**config.mk**
```make
export PLATFORM = sky130hd
export DESIGN_NAME = irq_stat_unit
export DESIGN_NICKNAME = d
export VERILOG_FILES = /design/src/rtl/irq_pkg.sv /design/src/rtl/irq_event_map.sv /design/src/rtl/irq_status_reg.sv /design/src/rtl/irq_mask_reg.sv /design/src/rtl/irq_stat_unit.sv
export SDC_FILE = /design/constraint.sdc
export NUM_CORES = 1
export LEC_CHECK = 0
export BUFFER_PORTS_ARGS = -buffer_cell sky130_fd_sc_hd__buf_2
export CAP_MARGIN = 25
export CORE_UTILIZATION = 40
export CTS_CLUSTER_SIZE = 14
export DETAILED_ROUTE_END_ITERATION = 7
export PLACE_DENSITY = 0.69
export SETUP_SLACK_MARGIN = 0.02
export SLEW_MARGIN = 20
export SYNTH_ARGS = -nofsm -noshare
export SYNTH_HDL_FRONTEND = slang
export SYNTH_HIERARCHICAL = 1
export SYNTH_SLANG_ARGS = --single-unit
```
**constraint.sdc**
```tcl
create_clock -name clk_i -period 1.55 [get_ports clk_i]
set_input_delay 0.31 -clock clk_i [delete_from_list [all_inputs] [get_ports clk_i]]
set_output_delay 0.31 -clock clk_i [all_outputs]
set_load 0.005 [all_outputs]
```
**src/rtl/irq_pkg.sv**
```systemverilog
package irq_pkg;
  localparam int REG_W       = 32;
  localparam int TX_DONE_LSB = 0;
  localparam int RX_DONE_LSB = 16;
  localparam int TX_ERR_BIT  = 29;
  localparam int RX_ERR_BIT  = 31;

  localparam logic ADDR_STAT = 1'b0;
  localparam logic ADDR_MASK = 1'b1;

  function automatic logic [REG_W-1:0] valid_bits(input int nrx, input int ntx);
    logic [REG_W-1:0] v;
    v = '0;
    for (int i = 0; i < nrx; i++) v[RX_DONE_LSB+i] = 1'b1;
    for (int i = 0; i < ntx; i++) v[TX_DONE_LSB+i] = 1'b1;
    v[TX_ERR_BIT] = 1'b1;
    v[RX_ERR_BIT] = 1'b1;
    return v;
  endfunction
endpackage

```
**src/rtl/irq_event_map.sv**
```systemverilog
module irq_event_map #(
  parameter int NUM_RX = 2,
  parameter int NUM_TX = 4
) (
  input  logic [NUM_RX-1:0]          rx_done_i,
  input  logic [NUM_TX-1:0]          tx_done_i,
  input  logic                       tx_err_i,
  input  logic                       rx_err_i,
  output logic [irq_pkg::REG_W-1:0]  set_o
);
  import irq_pkg::*;

  logic [REG_W-1:0] rx_vec, tx_vec, err_vec;

  for (genvar g = 0; g < REG_W; g++) begin : g_map
    if (g >= RX_DONE_LSB && g < RX_DONE_LSB + NUM_RX) begin : g_rx
      assign rx_vec[g] = rx_done_i[g-RX_DONE_LSB];
    end else begin : g_rx0
      assign rx_vec[g] = 1'b0;
    end
    if (g >= TX_DONE_LSB && g < TX_DONE_LSB + NUM_TX) begin : g_tx
      assign tx_vec[g] = tx_done_i[g-TX_DONE_LSB];
    end else begin : g_tx0
      assign tx_vec[g] = 1'b0;
    end
    if (g == TX_ERR_BIT) begin : g_txe
      assign err_vec[g] = tx_err_i;
    end else if (g == RX_ERR_BIT) begin : g_rxe
      assign err_vec[g] = rx_err_i;
    end else begin : g_e0
      assign err_vec[g] = 1'b0;
    end
  end

  assign set_o = rx_vec | tx_vec | err_vec;
endmodule

```
**src/rtl/irq_status_reg.sv**
```systemverilog
module irq_status_reg #(
  parameter logic [irq_pkg::REG_W-1:0] VALID = '1
) (
  input  logic                       clk_i,
  input  logic                       rst_ni,
  input  logic [irq_pkg::REG_W-1:0]  set_i,
  input  logic                       clr_en_i,
  input  logic [irq_pkg::REG_W-1:0]  clr_i,
  output logic [irq_pkg::REG_W-1:0]  stat_o
);
  import irq_pkg::*;

  logic [REG_W-1:0] stat_q, stat_d, clr_vec;

  assign clr_vec = clr_en_i ? clr_i : '0;
  // set applied after clear so a same-cycle event wins
  assign stat_d  = ((stat_q & ~clr_vec) | set_i) & VALID;

  always_ff @(posedge clk_i or negedge rst_ni) begin
    if (!rst_ni) stat_q <= '0;
    else         stat_q <= stat_d;
  end

  assign stat_o = stat_q;

  AST_SET_WINS: assert property (@(posedge clk_i) disable iff (!rst_ni)
    (set_i & VALID) != '0 |=> (stat_q & $past(set_i & VALID)) == $past(set_i & VALID));
  AST_CLEAR_TAKES: assert property (@(posedge clk_i) disable iff (!rst_ni)
    clr_en_i |=> (stat_q & $past(clr_i & ~set_i)) == '0);
  AST_NO_SPURIOUS_SET: assert property (@(posedge clk_i) disable iff (!rst_ni)
    1'b1 |=> (stat_q & ~$past(stat_q) & ~$past(set_i)) == '0);
  AST_UNUSED_ZERO: assert property (@(posedge clk_i) disable iff (!rst_ni)
    (stat_q & ~VALID) == '0);
endmodule

```
**src/rtl/irq_mask_reg.sv**
```systemverilog
module irq_mask_reg #(
  parameter logic [irq_pkg::REG_W-1:0] VALID = '1
) (
  input  logic                       clk_i,
  input  logic                       rst_ni,
  input  logic                       wr_i,
  input  logic [irq_pkg::REG_W-1:0]  wdata_i,
  output logic [irq_pkg::REG_W-1:0]  mask_o
);
  import irq_pkg::*;

  logic [REG_W-1:0] mask_q;

  always_ff @(posedge clk_i or negedge rst_ni) begin
    if (!rst_ni)   mask_q <= '0;
    else if (wr_i) mask_q <= wdata_i & VALID;
  end

  assign mask_o = mask_q;

  AST_MASK_HOLD: assert property (@(posedge clk_i) disable iff (!rst_ni)
    !wr_i |=> $stable(mask_q));
  AST_MASK_UNUSED: assert property (@(posedge clk_i) disable iff (!rst_ni)
    (mask_q & ~VALID) == '0);
endmodule

```
**src/rtl/irq_stat_unit.sv**
```systemverilog
module irq_stat_unit #(
  parameter int NUM_RX = 2,
  parameter int NUM_TX = 4
) (
  input  logic                       clk_i,
  input  logic                       rst_ni,
  input  logic                       reg_wr_i,
  input  logic                       reg_addr_i,
  input  logic [irq_pkg::REG_W-1:0]  reg_wdata_i,
  output logic [irq_pkg::REG_W-1:0]  reg_rdata_o,
  input  logic [NUM_RX-1:0]          rx_done_i,
  input  logic [NUM_TX-1:0]          tx_done_i,
  input  logic                       tx_err_i,
  input  logic                       rx_err_i,
  output logic                       irq_o
);
  import irq_pkg::*;

  localparam logic [REG_W-1:0] VALID = valid_bits(NUM_RX, NUM_TX);

  logic [REG_W-1:0] set_vec, stat, mask;
  logic             wr_stat, wr_mask;

  assign wr_stat = reg_wr_i && (reg_addr_i == ADDR_STAT);
  assign wr_mask = reg_wr_i && (reg_addr_i == ADDR_MASK);

  irq_event_map #(.NUM_RX(NUM_RX), .NUM_TX(NUM_TX)) u_map (
    .rx_done_i (rx_done_i),
    .tx_done_i (tx_done_i),
    .tx_err_i  (tx_err_i),
    .rx_err_i  (rx_err_i),
    .set_o     (set_vec)
  );

  irq_status_reg #(.VALID(VALID)) u_stat (
    .clk_i    (clk_i),
    .rst_ni   (rst_ni),
    .set_i    (set_vec),
    .clr_en_i (wr_stat),
    .clr_i    (reg_wdata_i),
    .stat_o   (stat)
  );

  irq_mask_reg #(.VALID(VALID)) u_mask (
    .clk_i   (clk_i),
    .rst_ni  (rst_ni),
    .wr_i    (wr_mask),
    .wdata_i (reg_wdata_i),
    .mask_o  (mask)
  );

  assign reg_rdata_o = (reg_addr_i == ADDR_MASK) ? mask : stat;
  assign irq_o       = |(stat & mask);

  AST_IRQ_NEEDS_PENDING: assert property (@(posedge clk_i) disable iff (!rst_ni)
    irq_o |-> stat != '0);
  AST_ENABLED_EVENT_FIRES: assert property (@(posedge clk_i) disable iff (!rst_ni)
    ((set_vec & mask) != '0) && !wr_mask |=> irq_o);
  AST_UNMASK_PENDING_FIRES: assert property (@(posedge clk_i) disable iff (!rst_ni)
    wr_mask && ((stat & reg_wdata_i & ~(wr_stat ? reg_wdata_i : '0)) != '0) |=> irq_o);
endmodule

```
# After elaboration in Yosys (flattened, before gate mapping)
# Cells that the tools add are included.
# word_totals
input_bits	44
ramBits	0
mem_bits_ro	0
memories	0
out_inout_bits	33
reg_bits	16
latchBits	0
# op_classes
n_lt_le_gt_ge	0
n_shift	0
multipliers	0
eq_ne	0
div_mod_pow	0
mux	2
n_bitwise	7
n_reduce_logical	3
add_sub_neg	0
# ops
cell	n
$and 32x32->32	2
$mux 32	2
$or 32x32->32	2
$not 32->32	1
$reduce_or 32->1	1
$or 18x4->18	1
$logic_and 1x1->1	2
$not 1->1	1

# Longest topological paths before layout
# Gate-level depths: netlist of the first run.
# depth
depth_word	6
depth_mapped	6
mapped_depth_nobuf	3

# By module
# The synthesis of the first run kept the hierarchy.
# modules_own_cells
module	seq_area_each_um2	area_each_um2	n_inst	cells_each
irq_stat_unit	0.0	550.5	1	59
irq_mask_reg	200.2	515.5	1	42
irq_status_reg	200.2	481.7	1	50
irq_event_map	0.0	244.0	1	33

# Worst setup path after synthesis of the first run
# Ideal clock, no wire load.
# synth_timing
path_type	reg-to-output
startpoint	register u_mask.mask_q[1] (netlist: u_mask/mask_o[1])
endpoint	output port irq_o
t_arrival_ns	1.119
required_time_ns	1.240
n_path_buf	0
path_stages_with_launch	4
slack_ns	0.121
cell_sequence	dfrtp_1 > a22oi_1 > nand4_1 > or4_1
# synth_between
elab_chain_cells	2
# synth_lines
item	line_no	rtl
start: declaration	irq_mask_reg.sv:12	logic [REG_W-1:0] mask_q;
start signal: assignment	irq_mask_reg.sv:16	else if (wr_i) mask_q <= wdata_i & VALID;
$and 32x32->32	irq_stat_unit.sv:53	assign irq_o = |(stat & mask);
$reduce_or 32->1	irq_stat_unit.sv:53	
end: declaration	irq_stat_unit.sv:15	output logic irq_o
# Every way passes these cells.

# Worst setup path after layout of the first run
# layout_timing
startpoint	register u_mask.mask_q[17] (netlist: u_mask/mask_o[17])
endpoint	output port irq_o
# Same word-level chain as after synthesis.

==> results.md, run 1 <==
* Clock buffer depth at 2
* Gate power share at 34.1%
* Clk network pwr share at 25.1%
* Clock Skew at 0 ps
* Worst skew pair latency at 240 ps
* Mapped Cells at 159
* Final-report max-slew violation count at 0
* Initial antenna violation count at 0
* Pwr/cell area at 678 mW/mm2
* Placed Area at 0.00169 mm2
* Sw Share at 26.4%
* I/O pin count at 77
* Via density at 4.21
* Drc violations at 0
* Largest net degree at the start of global routing at 17
* Leakage at 0.000809 uW
* Min Clock Period, post-route at 1870 ps
* Int Pwr at 871 uW
* DRT Pass-1 Iters at 3
* Critical Path End Type: output pin
* Run status: finished with violations
* CP startpoint kind: flip-flop
* Post-Synthesis Mean Instance Area at 10.1 um2
* Die X at 65.4 um
* Reg clk slew, reported paths at 60 ps
* Final Instance Area at 0.00175 mm2
* Crit path buf inv count at 1
* Worst setup margin at -324 ps
* Number of global-route vias before repair at 937
* Worst hold slack at 241 ps
* GRT overflow at 0
* Top delay family on crit path: simple AND/OR/NAND/NOR gates
* Ant diodes at 0
* R2R Setup Slk at 660 ps
* Final setup fails at 1
* Area growth, synth to finish at 8.72%
* Worst EP arrival at 1560 ps
* Layout cells sized above 1 at 48.7%
* Failing checks: setup timing
* Wire length per cell at 10.4 um
* Core area at 0.00377 mm2
* Worst IR drop on VDD at 0.444 mV
* Total power at 1180 uW
* Dpl hpwl at 2130 um
* # clock sinks at 16
* Vias at 1032
* Routed wire length at 2540 um
* CP Class: flip-flop to output pin
* Unrepaired setup endpoints after global routing: true
* H-Tree Depth at 1
* Final antenna-violating net count at 0
* Cells along the critical path: a22oi_1 -> nand4_1 -> or4_1 -> buf_2
* Worst path max stage delay at 460 ps
* CTS tree: yes
* Final worst path period share at 121%
* Hold Crit Class: input pin to flip-flop
* Num rows at 22
* DIE AREA at 0.00428 mm2
* Max Clk Rate at 534 MHz
* Synthesis Warnings at 6
* MaxCap Viol Count at 0
* Critical path fanouts, max at 2
* IO Port Bufs at 28
* Gr usage total at 12.2%
* P_sw at 313 uW
* First-pass GRT wire length at 3990 um
* CP max stage cell: or4_1
* Die height at 65.4 um
* CTS buffer count at 3
* Fin. Hold Viols at 0
* Root buf cell: clkbuf_8
* DR iter-0 viols at 13
* Seq pwr share at 40.8%
* Mapped cell area at 0.00161 mm2
* Placer Congestion at 0.682
* Starting density of the core at 42.6%
* Nets@finish at 243
* CP Data Required Time at 1240 ps
[state kept, by name (all words and copies together) (netlist names)]
name,cells
u_mask/mask_o,8
u_stat/stat_o,8
[power groups by stage]
stage	Sequential (uW)	Clock [uW]	Combinational (uW)
after floorplan	489	0	343
final	483	297	404
after global routing	488	327	444
after global placement	488	0	386
after CTS	483	310	395
after detailed placement	489	0	390
[cells in the final DEF, fill, tap and decap left out]
| master | n |
|---|---|
| a21o_1 | 8 |
| and2_1 | 1 |
| mux2_4 | 8 |
| a22oi_2 | 3 |
| buf_2 | 28 |
| mux2_2 | 32 |
| a22oi_1 | 13 |
| nand2_1 | 8 |
| buf_4 | 22 |
| nor2b_1 | 1 |
| conb_1 | 48 |
| dfrtp_1 | 16 |
| or4_1 | 1 |
| dlygate4sd3_1 | 1 |
| clkbuf_8 | 3 |
| nand4_1 | 4 |
[stage by stage]
| step | setup WS [ps] | util (%) | std cells | setup TNS, ps |
|---|---|---|---|---|
| finish | -324 | 46.4 | 245 | -324 |
| global route | -357 | 46.4 | 245 | -357 |
| CTS | -325 | 46.2 | 245 | -325 |
| detailed placement | -95.1 | 44.7 | 241 | -95.1 |
| global placement | -104 | 44.7 | 241 | -104 |
| floorplan | 121 | - | 205 | 0 |
[area by class of cell]
type,instances,area [um2]
flip-flops and latches,16,400
well taps,48,60.1
clock buffers,3,41.3
multi-input cells,127,931
repair buffers,51,315
fillers,375,2020
[timing repair]
item                                    in CTS  in global routing
pin swaps                                    1                  1
hold buffers                                 1                  0
endpoints found under the setup margin       1                  1
setup buffers                                0                  0
gates resized for setup                      1                  1
hold endpoints to repair                    16                  0
[final timing paths]
| check | from | to | cells after the start |
|---|---|---|---|
| setup reg to reg | u_mask/mask_o[29]$_DFFE_PN0P_ | u_mask/mask_o[29]$_DFFE_PN0P_ | 2 |
| hold reg to reg | u_stat/stat_o[3]$_DFF_PN0_ | u_stat/stat_o[3]$_DFF_PN0_ | 1 |
| min in group asynchronous | rst_ni | u_stat/stat_o[1]$_DFF_PN0_ | 2 |
| setup / recovery | u_mask/mask_o[17]$_DFFE_PN0P_ | irq_o | 4 |
| max in group asynchronous | rst_ni | u_stat/stat_o[16]$_DFF_PN0_ | 2 |
| hold / removal | tx_err_i | u_stat/stat_o[29]$_DFF_PN0_ | 2 |
[metal layers]
| layer | track usage (%) | wire, um | part of all wire, % | up-vias |
|---|---|---|---|---|
| li1 | - | - | - | 538 |
| met1 | 14.3 | 1140 | 45 | 461 |
| met2 | 22.3 | 1250 | 49 | 31 |
| met3 | 1.74 | 140 | 5.5 | 2 |
| met4 | 4.08 | 8 | 0.31 | 0 |
| met5 | 0 | 0 | 0 | - |
No activity file was read; power rests on OpenSTA's default activity.
==> run 2, diff against run 1 <==
--- a/config.mk
+++ b/config.mk
@@ -7,6 +7,7 @@
 export LEC_CHECK = 0
 export BUFFER_PORTS_ARGS = -buffer_cell sky130_fd_sc_hd__buf_2
 export CAP_MARGIN = 25
+export CORE_ASPECT_RATIO = 0.5
 export CORE_UTILIZATION = 40
 export CTS_CLUSTER_SIZE = 14
 export DETAILED_ROUTE_END_ITERATION = 7
==> run 2 against run 1 <==
Clock-buffer cell count grew 1. Sequential power rose by 0.8%. Critical path depth unchanged. The run still ends with setup timing left. Critical endpoint unchanged. First-iteration DRC count down 46%. Register-to-register slack barely moved.
==> results.md, run 2 (same netlist as run 1, synthesis figures left out) <==
* Dpl hpwl at 2260 um (+6.3%)
* Final worst path period share at 121% (-0.26 points)
* Gr usage total at 13.2% (+1.0 points)
* Via density at 4.19 (-0.43%)
* Die X at 91.7 um (+40%)
* Commonest non-fill, non-tap cells in the layout: conb_1 (48), mux2_2 (32), buf_2 (28), buf_4 (20), dfrtp_1 (16)
* Final-report max-slew violation count at 0 (unchanged)
* Num rows at 15 (-32%)
* Reg2reg start: u_mask/mask_o[29]$_DFFE_PN0P_
* Starting density of the core at 44.2% (+1.5 points)
* Vias at 1036 (+0.39%)
* Run status: finished with violations
* DIE AREA at 0.00429 mm2 (+0.36%)
* Hold Crit Class: input pin to flip-flop
* Drc violations at 0 (unchanged)
* Worst setup path endpoint: irq_o
* Pwr/cell area at 716 mW/mm2 (+5.7%)
* Max Clk Rate at 535 MHz (+0.22%)
* CTS buffer count at 3 (unchanged)
* Commonest non-fill, non-tap cell in the layout: conb_1
* CTS tree: yes
* Ant diodes at 0 (unchanged)
* Clock buffer depth at 2 (unchanged)
* Number of global-route vias before repair at 987 (+5.3%)
* MaxCap Viol Count at 0 (unchanged)
* Worst IR drop on VDD at 0.322 mV (-28%)
* IO Port Bufs at 28 (unchanged)
* Area growth, synth to finish at 9.18%
* Largest net degree at the start of global routing at 17 (unchanged)
* I/O pin count at 77 (unchanged)
* Worst setup startpoint: u_mask/mask_o[17]$_DFFE_PN0P_
* H-Tree Depth at 1 (unchanged)
* Worst setup margin at -320 ps (+4.09 ps)
* DRT Pass-1 Iters at 2 (-1)
* Unrepaired setup endpoints after global routing: true
* Filler Cell Count at 351 (-6.4%)
* CP Class: flip-flop to output pin
* Routed wire length at 2770 um (+9.1%)
* Worst skew pair latency at 240 ps (about the same)
* Layout cells sized above 1 at 49.0% (+0.25 points)
* Die height at 46.8 um (-28%)
* Failing checks: setup timing
* Clock Skew at 0 ps (unchanged)
* Total power at 1260 uW (+6.1%)
* First-pass GRT wire length at 4270 um (+7.1%)
* Core area at 0.00364 mm2 (-3.5%)
* Cells along the critical path: a22oi_2 -> nand4_1 -> or4_1 -> buf_2
* # clock sinks at 16 (unchanged)
* CP startpoint kind: flip-flop
* Min Clock Period, post-route at 1870 ps (-4.08 ps)
* Layout Utilization at 48.2% (+1.9 points)
* Wire length per cell at 11.2 um (+8.2%)
* Crit Reg-Reg Endpoint: u_mask/mask_o[29]$_DFFE_PN0P_
* R2R depth at 2 (unchanged)
* Critical path fanouts, max at 2 (unchanged)
* CP max stage cell: or4_1
* DR iter-0 viols at 7 (-6)
* Fin. Hold Viols at 0 (unchanged)
* Placer Congestion at 0.720 (+5.5%)
* Reg clk slew, reported paths at 60 ps (about the same)
* Root buf cell: clkbuf_8
* R2R Setup Slk at 650 ps (about the same)
* HP Start: tx_done_i[2]
* Final antenna-violating net count at 0 (unchanged)
* Critical Path End Type: output pin
* Nets@finish at 241 (-0.82%)
* GRT overflow at 0 (unchanged)
* Leakage at 0.000808 uW (-0.21%)
* Worst EP arrival at 1560 ps (about the same)
* Final setup fails at 1 (unchanged)
* Initial antenna violation count at 0 (unchanged)
* CP Data Required Time at 1240 ps (about the same)
* Worst path max stage delay at 460 ps (about the same)
run 2: cell types whose count changed in the layout (fill, tap and decap cells not counted):
cell      delta
clkbuf_8     +1
a22oi_1      -1
buf_4        -2
a22oi_2      +1
run 2: area by class of cell:
class	count	area [um2]	share of cell area, %
multi-input cells	127	936	53.3
flip-flops and latches	16	400	22.8
repair buffers	49	300	17.1
well taps	51	63.8	3.64
clock buffers	4	55.1	3.14
run 2: stage by stage:
step / area (um2) / hold slack (ps) / setup TNS (ps) / setup WS (ps) / cells
global route: 1760 / 231 / -371 / -371 / 247
finish: 1760 / 238 / -320 / -320 / 247
floorplan: 1780 / 14.4 / 0 / 121 / 205
detailed placement: 1680 / 245 / -86.6 / -86.6 / 242
CTS: 1750 / 232 / -335 / -335 / 247
global placement: 1680 / 237 / -92.8 / -92.8 / 242
run 2: worst min-delay path by stage:
stage	cells past startpoint	endpoint
after CTS	2	u_stat/stat_o[2]$_DFF_PN0_
after global placement	1	u_stat/stat_o[2]$_DFF_PN0_
after floorplan	0	u_mask/mask_o[0]$_DFFE_PN0P_
final	2	u_stat/stat_o[2]$_DFF_PN0_
after global routing	2	u_stat/stat_o[31]$_DFF_PN0_
after detailed placement	1	u_stat/stat_o[17]$_DFF_PN0_
run 2: what timing repair did:
| action | CTS | global route |
|---|---|---|
| pin swaps | 2 | 1 |
| endpoints found under the hold margin | 16 | 0 |
| resized for setup | 2 | 1 |
| setup buffers | 0 | 0 |
| hold buffers | 1 | 0 |
| setup endpoints to repair | 1 | 1 |
run 2: routing by layer:
metal  wire (um)  up-vias  part of all wire [%]  GRT usage [%]
met5           0        -                     0              0
met4          19        0                  0.69           5.71
met3         115        2                   4.2           2.43
met2        1370       23                    50           25.1
met1        1260      478                    46           15.6
li1            -      533                     -              -
run 2: power by group:
group          leakage, uW  internal, uW  switching [uW]
clock            0.0000288           225             140
combinational     0.000609           239             166
sequential        0.000170           460            27.1
run 2: critical path: cells and delay by family, from the launching register on:
kind	cells	cell delay (ps)
simple gates	2	580
flops	1	390
buf+inv	1	140
compound gates	1	210
